## config.mk

```make
export PLATFORM = sky130hd
export DESIGN_NAME = flash_guard_ctl
export DESIGN_NICKNAME = d
export VERILOG_FILES = /design/src/rtl/flash_guard_ctl.sv
export SDC_FILE = /design/constraint.sdc
export NUM_CORES = 1
export LEC_CHECK = 0
export CORE_AREA = 2 2 39 41
export DETAILED_ROUTE_END_ITERATION = 10
export DIE_AREA = 0 0 41 43
export DONT_BUFFER_PORTS = 1
export PLACE_DENSITY = 0.53
export SETUP_SLACK_MARGIN = 0.1
export SLEW_MARGIN = 10
export SYNTH_ARGS = -nofsm -noshare
export SYNTH_HDL_FRONTEND = slang
export SYNTH_SLANG_ARGS = --single-unit
export TNS_END_PERCENT = 1
```

## constraint.sdc

```tcl
create_clock -name clk -period 1.45 [get_ports clk]
set_clock_uncertainty 0.1 [all_clocks]
set_input_delay 0.435 -clock clk [delete_from_list [all_inputs] [get_ports clk]]
set_output_delay 0.435 -clock clk [all_outputs]
set_load 0.03 [all_outputs]
```

## src/rtl/flash_guard_ctl.sv

```systemverilog
module flash_guard_ctl #(
  parameter int KIND_W = 3,
  parameter int SPARE_W = 7
) (
  input  logic               clk,
  input  logic               rst_n,
  input  logic               hw_stby,
  input  logic               flash_en,
  input  logic               pe_active,
  input  logic               rd_strobe,
  input  logic               rd_in_flash,
  input  logic               rd_in_ram_win,
  input  logic               exc_start,
  input  logic [KIND_W-1:0]  exc_kind,
  input  logic               sleep_exec,
  input  logic               sw_stby_enter,
  input  logic               bus_release,
  input  logic               reg_wr,
  input  logic [SPARE_W-1:0] reg_wdata,
  output logic [SPARE_W:0]   reg_rdata,
  output logic               prot_on
);
  localparam logic [KIND_W-1:0] K_RESET = KIND_W'(0);
  localparam logic [KIND_W-1:0] K_ILL   = KIND_W'(1);
  localparam logic [KIND_W-1:0] K_TRAP  = KIND_W'(2);
  localparam logic [KIND_W-1:0] K_DIV   = KIND_W'(3);

  logic               flag_q;
  logic [SPARE_W-1:0] spare_q;
  logic               rd_hit, exc_hit, set_ev;

  assign rd_hit  = rd_strobe && rd_in_flash && !rd_in_ram_win;
  assign exc_hit = exc_start && !(exc_kind inside {K_RESET, K_ILL, K_TRAP, K_DIV});
  assign set_ev  = pe_active && (rd_hit || exc_hit || sleep_exec || sw_stby_enter || bus_release);

  always_ff @(posedge clk or negedge rst_n) begin
    if (!rst_n) begin
      flag_q  <= 1'b0;
      spare_q <= '0;
    end else if (hw_stby) begin
      flag_q  <= 1'b0;
      spare_q <= '0;
    end else begin
      if (set_ev) flag_q <= 1'b1;
      if (sw_stby_enter) spare_q <= '0;
      else if (reg_wr)   spare_q <= reg_wdata;
    end
  end

  assign reg_rdata = flash_en ? {flag_q, spare_q} : '0;
  assign prot_on   = flag_q;
endmodule

```

==> flow_summary.json <==
{
  "yosysTopAreaCellShare_pct": 50.2,
  "dr.pass1.iters": 4,
  "cts_tree": "yes",
  "final_nets": 66,
  "hold_violations": 0,
  "synth_nets": 61,
  "fin_crit_sh_pct": 92.1,
  "crit_chain": "and2_4",
  "avgSynthCellArea_um2": 10.5,
  "ys_seq_area_share_pct": 50.2,
  "arrival_ns": 0.80,
  "initial_core_util_pct": 28.8,
  "cp_max_fo": 2,
  "cap_viol_max_count": 0,
  "wirelength_um": 807,
  "grt_setup_unrepaired": "yes",
  "synth-async-reset-ratio_pct": 100,
  "path_delay_family": "flip-flops",
  "setup_viol_count_final": 0,
  "ys.flop_type": "dfrtp_1",
  "core_area_um2": 1380,
  "grtUsageTotal_pct": 11.0,
  "drv_slew": 0,
  "drtIter0Drc": 4,
  "worst_pin_slew_ns": 0.383,
  "grt_max_degree": 9,
  "status": "finished, final reports clean",
  "place_congestion": 0.658,
  "cp_slowest_cell": "dfrtp_1",
  "drc": 0,
  "clk_path_buf_depth": 2,
  "fillCellCount": 142,
  "numCtsBuffers": 3,
  "slew_headroom_pct": 74.5,
  "grt_pass1_wl_um": 1240,
  "peakVddDrop_v": 0.000457,
  "path_class": "reg -> out",
  "period_needed_ns": 1.34,
  "yosys.area.top_type": "dfrtp_1",
  "clkSinkCount": 8,
  "slowest_delay_ns": 0.38,
  "clk_latency_ns": 0.24,
  "rows": 14,
  "synth_cells": 38,
  "worstPathRequired_ns": 0.92,
  "grt_pass1_vias": 308,
  "synthTopCellsByCount": "8 x and2_1, 8 x dfrtp_1, 8 x nor2_1",
  "overflow": 0,
  "endpoint_kind": "primary output",
  "post_drt_wl_per_cell_um": 14.2,
  "drive_above_1_share_pct": 29.3,
  "crit_path_start_kind": "register",
  "via_count": 285,
  "synth-edff-count": 0,
  "via_per_inst": 5.00,
  "fp.dieW_um": 41,
  "fin_ws_ns": 0.115,
  "p_leak_nw": 0.225,
  "power.density_nw_per_um2": 988,
  "fin_util_pct": 33.5,
  "antenna_left": 0,
  "synth-seq-cells": 8,
  "yosys_warnings": 0,
  "clkTransAtPathRegs_ns": 0.05,
  "htreeDepth": 1,
  "yosysUniqueCellTypes": 11,
  "crit_buf_inv": 0,
  "die_y_um": 43,
  "place_ws_ns": 0.190,
  "io_pins": 32,
  "min_path_type": "in -> reg",
  "synth.top_cells.by_area": "dfrtp_1 50%, mux2i_1 18%, and2_1 13%",
  "cts_root_buffer": "clkbuf_4",
  "antennaDiodeCount": 0,
  "cts_setup_buffers": 0,
  "place.port_buffers": 0,
  "setup_tns_ns": 0,
  "syn2layout_area_growth_pct": 16.0,
  "dieArea_um2": 1760,
  "fmax_mhz": 749,
  "antenna_found_initial": 0,
  "syn_area_um2": 399
}
## flip-flops by register name (all words and copies together) (netlist names)
name,count
prot_on,1
spare_q,7
## logic make-up after synthesis
group	count (synthesis)	share of synthesized area, %
compound gates	1	2.19
flops	8	50.2
buf+inv	2	4.07
simple gates	20	26.0
mux	7	17.6
## final cells by class
| class | count | area, µm² | share of cell area, % |
|---|---|---|---|
| tap | 16 | 20.0 | 4.32 |
| timing repair buffer | 2 | 17.5 | 3.78 |
| multi-input combinational | 28 | 203 | 43.8 |
| clock buffer | 3 | 22.5 | 4.86 |
| sequential | 8 | 200 | 43.2 |
## metrics by stage
| step | power, mW | hold slack (ns) | std cells | cell area, µm² |
|---|---|---|---|---|
| after floorplan | 0.287 | 0.0394 | 38 | 400 |
| after global placement | 0.286 | 0.0396 | 53 | 412 |
| after detailed placement | 0.288 | 0.0397 | 53 | 412 |
| after CTS | 0.468 | 0.138 | 57 | 463 |
| after global routing | 0.481 | 0.133 | 57 | 463 |
| final | 0.458 | 0.151 | 57 | 463 |
## power by group
group          switching (mW)  internal, mW
combinational          0.0327        0.0251
clock                  0.0693        0.0943
sequential            0.00434         0.232
## final timing paths
path / cells past startpoint / start / slack, ns / to
setup / recovery: 1 / spare_q[2]$_DFFE_PN0P_ / 0.11 / reg_rdata[2]
hold / removal: 1 / hw_stby / 0.15 / prot_on$_DFFE_PN0P_
setup reg to reg: 3 / prot_on$_DFFE_PN0P_ / 0.28 / prot_on$_DFFE_PN0P_
hold reg to reg: 2 / spare_q[2]$_DFFE_PN0P_ / 0.43 / spare_q[2]$_DFFE_PN0P_
max in group asynchronous: 1 / rst_n / 0.56 / spare_q[5]$_DFFE_PN0P_
min in group asynchronous: 1 / rst_n / 0.43 / spare_q[1]$_DFFE_PN0P_
## layer usage
layer,vias up,wire length (µm),GRT usage (%),share of wire [%]
met3,2,117,4.71,14
met2,24,376,16.6,47
li1,133,-,-,-
met5,-,0,0,0
met4,0,8,8.00,0.99
met1,126,305,11.6,38
## timing repair
action / CTS / global route
setup endpoints to repair: 8 / 9
hold buffers: 1 / 0
pin swaps: 1 / 7
gates resized for setup: 15 / 0
endpoints found under the hold margin: 8 / 0
## worst reg2reg max path: stages, from the launching register on
cell      delay (ns)
dfrtp_1         0.38
buf_4           0.18
nor4_1          0.27
a311oi_1        0.12
## placed cells by master, fill, tap and decap left out
| cell type | count |
|---|---|
| clkbuf_4 | 3 |
| nand2_1 | 1 |
| nor2_1 | 8 |
| buf_4 | 1 |
| nand3b_1 | 1 |
| a311oi_1 | 1 |
| nor4_1 | 1 |
| dfrtp_1 | 8 |
| dlygate4sd3_1 | 1 |
| or2_0 | 1 |
| mux2i_1 | 7 |
| and2_4 | 8 |
Note: power is estimated with default switching activity, not from simulation.
